===== src/rtl/fracdiv_pkg.sv =====
package fracdiv_pkg;
    typedef enum logic [1:0] {
        DS_IDLE = 2'd0,
        DS_STEP = 2'd1,
        DS_DONE = 2'd2
    } dstate_e;
endpackage


===== src/rtl/fracdiv_shift_in.sv =====
module fracdiv_shift_in #(
    parameter int W = 20
) (
    input  logic         clk,
    input  logic         rst_n,
    input  logic         sin,
    output logic [W-1:0] word
);
    // LSB-first: after W shifts the first bit sits at word[0]
    always_ff @(posedge clk) begin
        if (!rst_n) word <= '0;
        else        word <= {sin, word[W-1:1]};
    end
endmodule


===== src/rtl/fracdiv_core.sv =====
module fracdiv_core
    import fracdiv_pkg::*;
#(
    parameter int W = 20
) (
    input  logic         clk,
    input  logic         rst_n,
    input  logic         load,
    input  logic [W-1:0] a_in,
    input  logic [W-1:0] b_in,
    output dstate_e      state,
    output logic [W-1:0] q_mag,
    output logic         q_neg,
    output logic         q_ovf
);
    localparam int RW = W + 2;
    localparam int CW = $clog2(W);
    localparam logic [CW-1:0] LAST = CW'(W - 2);

    dstate_e              nxt;
    logic signed [RW-1:0] rem;
    logic signed [RW-1:0] dsr;
    logic signed [RW-1:0] shifted;
    logic signed [RW-1:0] rnext;
    logic [CW-1:0]        cnt;
    logic [W:0]           a_mag;
    logic [W:0]           b_mag;

    function automatic logic [W:0] mag_of(input logic [W-1:0] v);
        logic [W:0] ext;
        ext = {v[W-1], v};
        return v[W-1] ? (~ext + 1'b1) : ext;
    endfunction

    assign a_mag   = mag_of(a_in);
    assign b_mag   = mag_of(b_in);
    assign shifted = {rem[RW-2:0], 1'b0};
    assign rnext   = rem[RW-1] ? (shifted + dsr) : (shifted - dsr);

    always_comb begin
        nxt = state;
        unique case (state)
            DS_IDLE: if (load) nxt = DS_STEP;
            DS_STEP: if (load) nxt = DS_STEP;
                     else if (cnt == LAST) nxt = DS_DONE;
            DS_DONE: if (load) nxt = DS_STEP;
            default: nxt = DS_IDLE;
        endcase
    end

    always_ff @(posedge clk) begin
        if (!rst_n) state <= DS_IDLE;
        else        state <= nxt;
    end

    always_ff @(posedge clk) begin
        if (!rst_n) begin
            rem   <= '0;
            dsr   <= '0;
            q_mag <= '0;
            q_neg <= 1'b0;
            q_ovf <= 1'b0;
            cnt   <= '0;
        end else if (load) begin
            rem   <= {1'b0, a_mag};
            dsr   <= {1'b0, b_mag};
            q_mag <= '0;
            q_neg <= a_in[W-1] ^ b_in[W-1];
            q_ovf <= (b_mag == '0) || (a_mag >= b_mag);
            cnt   <= '0;
        end else if (state == DS_STEP) begin
            rem   <= rnext;
            q_mag <= {q_mag[W-2:0], ~rnext[RW-1]};
            cnt   <= cnt + 1'b1;
        end
    end
endmodule


===== src/rtl/fracdiv_shift_out.sv =====
module fracdiv_shift_out #(
    parameter int W = 20
) (
    input  logic         clk,
    input  logic         rst_n,
    input  logic         load,
    input  logic [W-1:0] q_mag,
    input  logic         q_neg,
    input  logic         q_ovf,
    output logic         quo_so,
    output logic         ovf_o
);
    localparam logic [W-1:0] POS_SAT = {1'b0, {(W-1){1'b1}}};
    localparam logic [W-1:0] NEG_SAT = {1'b1, {(W-1){1'b0}}};

    logic [W-1:0] fixed;
    logic [W-1:0] osr;

    // final correction: sign application or saturation
    always_comb begin
        if (q_ovf)      fixed = q_neg ? NEG_SAT : POS_SAT;
        else if (q_neg) fixed = ~q_mag + 1'b1;
        else            fixed = q_mag;
    end

    always_ff @(posedge clk) begin
        if (!rst_n) begin
            osr   <= '0;
            ovf_o <= 1'b0;
        end else if (load) begin
            osr   <= fixed;
            ovf_o <= q_ovf;
        end else begin
            osr   <= {1'b0, osr[W-1:1]};
        end
    end

    assign quo_so = osr[0];
endmodule


===== src/rtl/fracdiv_serial.sv =====
module fracdiv_serial
    import fracdiv_pkg::*;
#(
    parameter int W = 20
) (
    input  logic clk,
    input  logic rst_n,
    input  logic word_sync,
    input  logic dvd_si,
    input  logic dvs_si,
    output logic quo_so,
    output logic ovf_o
);
    logic [W-1:0] dvd_word;
    logic [W-1:0] dvs_word;
    logic [W-1:0] core_q;
    logic         core_neg;
    logic         core_ovf;
    dstate_e      core_state;

    fracdiv_shift_in #(.W(W)) u_dvd (
        .clk(clk), .rst_n(rst_n), .sin(dvd_si), .word(dvd_word)
    );

    fracdiv_shift_in #(.W(W)) u_dvs (
        .clk(clk), .rst_n(rst_n), .sin(dvs_si), .word(dvs_word)
    );

    fracdiv_core #(.W(W)) u_core (
        .clk(clk), .rst_n(rst_n), .load(word_sync),
        .a_in(dvd_word), .b_in(dvs_word),
        .state(core_state), .q_mag(core_q),
        .q_neg(core_neg), .q_ovf(core_ovf)
    );

    fracdiv_shift_out #(.W(W)) u_out (
        .clk(clk), .rst_n(rst_n), .load(word_sync),
        .q_mag(core_q), .q_neg(core_neg), .q_ovf(core_ovf),
        .quo_so(quo_so), .ovf_o(ovf_o)
    );
endmodule


===== config.mk =====
export PLATFORM = sky130hd
export DESIGN_NAME = fracdiv_serial
export DESIGN_NICKNAME = d
export VERILOG_FILES = /design/src/rtl/fracdiv_pkg.sv /design/src/rtl/fracdiv_shift_in.sv /design/src/rtl/fracdiv_core.sv /design/src/rtl/fracdiv_shift_out.sv /design/src/rtl/fracdiv_serial.sv
export SDC_FILE = /design/constraint.sdc
export NUM_CORES = 1
export LEC_CHECK = 0
export CELL_PAD_IN_SITES_DETAIL_PLACEMENT = 1
export CELL_PAD_IN_SITES_GLOBAL_PLACEMENT = 2
export CORE_MARGIN = 2
export CORE_UTILIZATION = 39
export DETAILED_ROUTE_END_ITERATION = 12
export DONT_BUFFER_PORTS = 1
export GPL_ROUTABILITY_DRIVEN = 0
export GPL_TIMING_DRIVEN = 0
export PLACE_DENSITY = 0.81
export SLEW_MARGIN = 5
export SYNTH_ARGS = -nofsm -noshare
export SYNTH_HDL_FRONTEND = slang
export SYNTH_SLANG_ARGS = --single-unit

===== constraint.sdc =====
create_clock -name clk -period 3.2 [get_ports clk]
set_input_delay 0.48 -clock clk [delete_from_list [all_inputs] [get_ports clk]]
set_output_delay 0.48 -clock clk [all_outputs]
set_load 0.01 [all_outputs]

==> flow_summary.toml <==
[logic_synthesis]
synth_cell_type_count = 73
ys.flop_type = "dfxtp_1"
ys_seq_area_share_pct = 30.7
yosysWarningCount = 0
yosysMostFrequentCell = "dfxtp_1"
synth_edf_count = 0
synth_common_cells = "133 x dfxtp_1, 125 x nand2_1, 93 x a21oi_1"
async_reset_ff_share_pct = 0
synth_area_leaders = "dfxtp_1 31%, ha_1 9.5%, nand2_1 5.4%"
netlist_area_um2 = 8660
synth_top_area_cell = "dfxtp_1"
synth_seq_cells = 133
postSynthCellCount = 1098
synth_top_area_share_pct = 30.7
syn_nets = 1171
synth_area_per_cell_um2 = 7.89

[clock_tree]
clk_path_buf_depth = 2
clk_latency_ps = 430
path_clk_slew_ps = 60
cts_root_buf = "clkbuf_16"
cts_tree = "done"
htreeDepth = 4
cts_buffers = 17
clock_sinks = 133
postCtsHoldBufs = 0

[final_layout]
n_antenna_cell = 0
drive_gt1_share_pct = 6.19
fill_cells = 2691
finalInstanceArea_um2 = 9820
final_nets = 1191
syn_to_final_growth_pct = 13.4

[outcome]
outcome = "finished clean"

[sta]
clock_skew_ps = 5.10
slew_headroom_pct = 50.7
min_period_over_period_pct = 96.2
holdWs_ps = 180
fmax_mhz = 325
setup_viol_count_final = 0
rsz0062_at_grt = "true"
fin_tns_setup_ps = 0
fin_crit_ps = 3080
tightest_slew_ps = 733
hold_viol = 0
slew_viol_final = 0
fin_ws_ps = 123

[route]
drtAntennaViolNets = 0
viasPerCell = 5.71
wl_per_cell_um = 20.2
initialDrtViolationCount = 346
vias = 8051
drc = 0
drtPass1Iterations = 4
wl_um = 28500

[global_routing]
antenna_found_initial = 0
grt_pass1_wl_um = 45800
grt_pass1_vias = 8114
grt_util_all_layers_pct = 24.6
gr-total-overflow = 0
grt_max_degree = 17

[floorplan]
die_w_um = 153
rows = 54
dieArea_um2 = 23400
die_h_um = 153
fp.coreArea_um2 = 21800
start_util_pct = 39.7
io_pins = 7

[setup_path]
worstSetupPathType = "register to register"
max_stage_delay_ps = 590
cp_max_fo = 4
endpoint_kind = "register"
crit_chain = "or4_1 -> or3_4 -> o41ai_2 -> xnor2_1 -> ha_1 -> nand4_1 -> a211oi_1 -> a211oi_1 -> o21ai_1 -> nand4_1 -> a31oi_1"
arrival_ps = 3420
crit_family = "simple AND/OR/NAND/NOR gates"
cp_data_required_time_ps = 3540
crit_path_start_kind = "register"
crit_slowest_cell = "or4_1"
critPathBufInv = 0

[power_and_ir_drop]
p_leak_uw = 0.00417
total_power_uw = 4950
power_density_nw_per_um2 = 504
peakVddDrop_mv = 0.436

[job]
cap_violations = 0

[place]
io_buffers = 0
dp_slack_ps = -216
dpl-instance-area_um2 = 9010
dp_hpwl_um = 21900

[min_path]
hold_path.class = "input port to register"
## flip-flops by register name, indices dropped and copies added (netlist names), 2 cells and up
register and count:
u_core.cnt 5, u_core.state 2, u_dvd.word 20, u_dvs.word 20
u_core.rem 22, u_core.dsr 21, u_out.osr 20, u_core.q_mag 20
## per-stage QoR
step	util, %	instances
CTS	44.6	1410
global placement	41.3	1378
floorplan	-	1098
global route	45.0	1411
finish	45.0	1411
detailed placement	41.3	1378
## path summary, 6_finish.rpt
| check | from | endpoint | slack [ps] | cells after the start |
|---|---|---|---|---|
| setup / recovery | u_dvd.word[9] | u_core.q_ovf | 120 | 11 |
| hold / removal | dvd_si | u_dvd.word[19] | 180 | 1 |
| setup reg to reg | u_dvd.word[9] | u_core.q_ovf | 120 | 11 |
| hold reg to reg | u_out.osr[17] | u_out.osr[16] | 450 | 2 |
## final cells by class
cell class	count	area, um^2	area share, %
Tap cell	280	350	3.57
Timing Repair Buffer	2	15.0	0.153
Clock inverter	15	254	2.59
Multi-Input combinational cell	838	5630	57.3
Clock buffer	17	425	4.33
Sequential cell	133	2660	27.1
Inverter	61	229	2.33
Buffer	65	259	2.64
## worst reg2reg max path, cell delays in order (launching register included)
cell and delay [ps]:
dfxtp_1 350, or4_1 600, or3_4 420, o41ai_2 240, xnor2_1 150, ha_1 320, nand4_1 90, a211oi_1 250
a211oi_1 120, o21ai_1 160, nand4_1 110, a31oi_1 170
## metal layers
| metal | global-route usage, % | vias up | share of wire [%] | wire length [um] |
|---|---|---|---|---|
| met2 | 37.2 | 127 | 44 | 12400 |
| met3 | 3.18 | 49 | 2.7 | 763 |
| li1 | - | 3924 | - | - |
| met1 | 35.8 | 3951 | 51 | 14500 |
| met5 | 0 | - | 0 | 0 |
| met4 | 8.95 | 0 | 2.7 | 756 |
## cell usage in the layout (no fill, tap or decap), types with 12 or more instances in the layout
cell type and instances:
nand2_1 125, xnor2_1 33, mux2i_1 14, ha_1 65, nor2_1 72, nand2b_1 13
o21ai_0 56, a21oi_1 93, clkbuf_1 52, xor2_1 19, and2_1 43, nand3_1 22
o211a_1 24, dfxtp_1 133, inv_1 59, a211oi_1 12, nor2b_1 22, nor3_1 31
clkbuf_16 17
## report_power, final
part	internal [uW]	leakage (uW)	switching [uW]
registers	1710	0.00108	50.9
clock network	1470	0.000328	800
logic	335	0.00276	578
total	3520	0.00417	1430
## repair_timing
| action | in CTS | in global routing |
|---|---|---|
| pin swaps | 0 | 4 |
| setup buffers | 0 | 2 |
| resized for setup | 6 | 23 |
| setup endpoints to repair | 3 | 10 |
## cell families after synthesis
family	count (synthesis)	share of synthesized area, %
compound gates	307	23.5
other cells	2	0.0867
xor+xnor	55	5.86
simple gates	391	22.4
flops	133	30.7
fa+ha+maj	68	9.99
buf+inv	127	5.60
mux	15	1.75
Note: power is estimated with default switching activity, not from simulation.
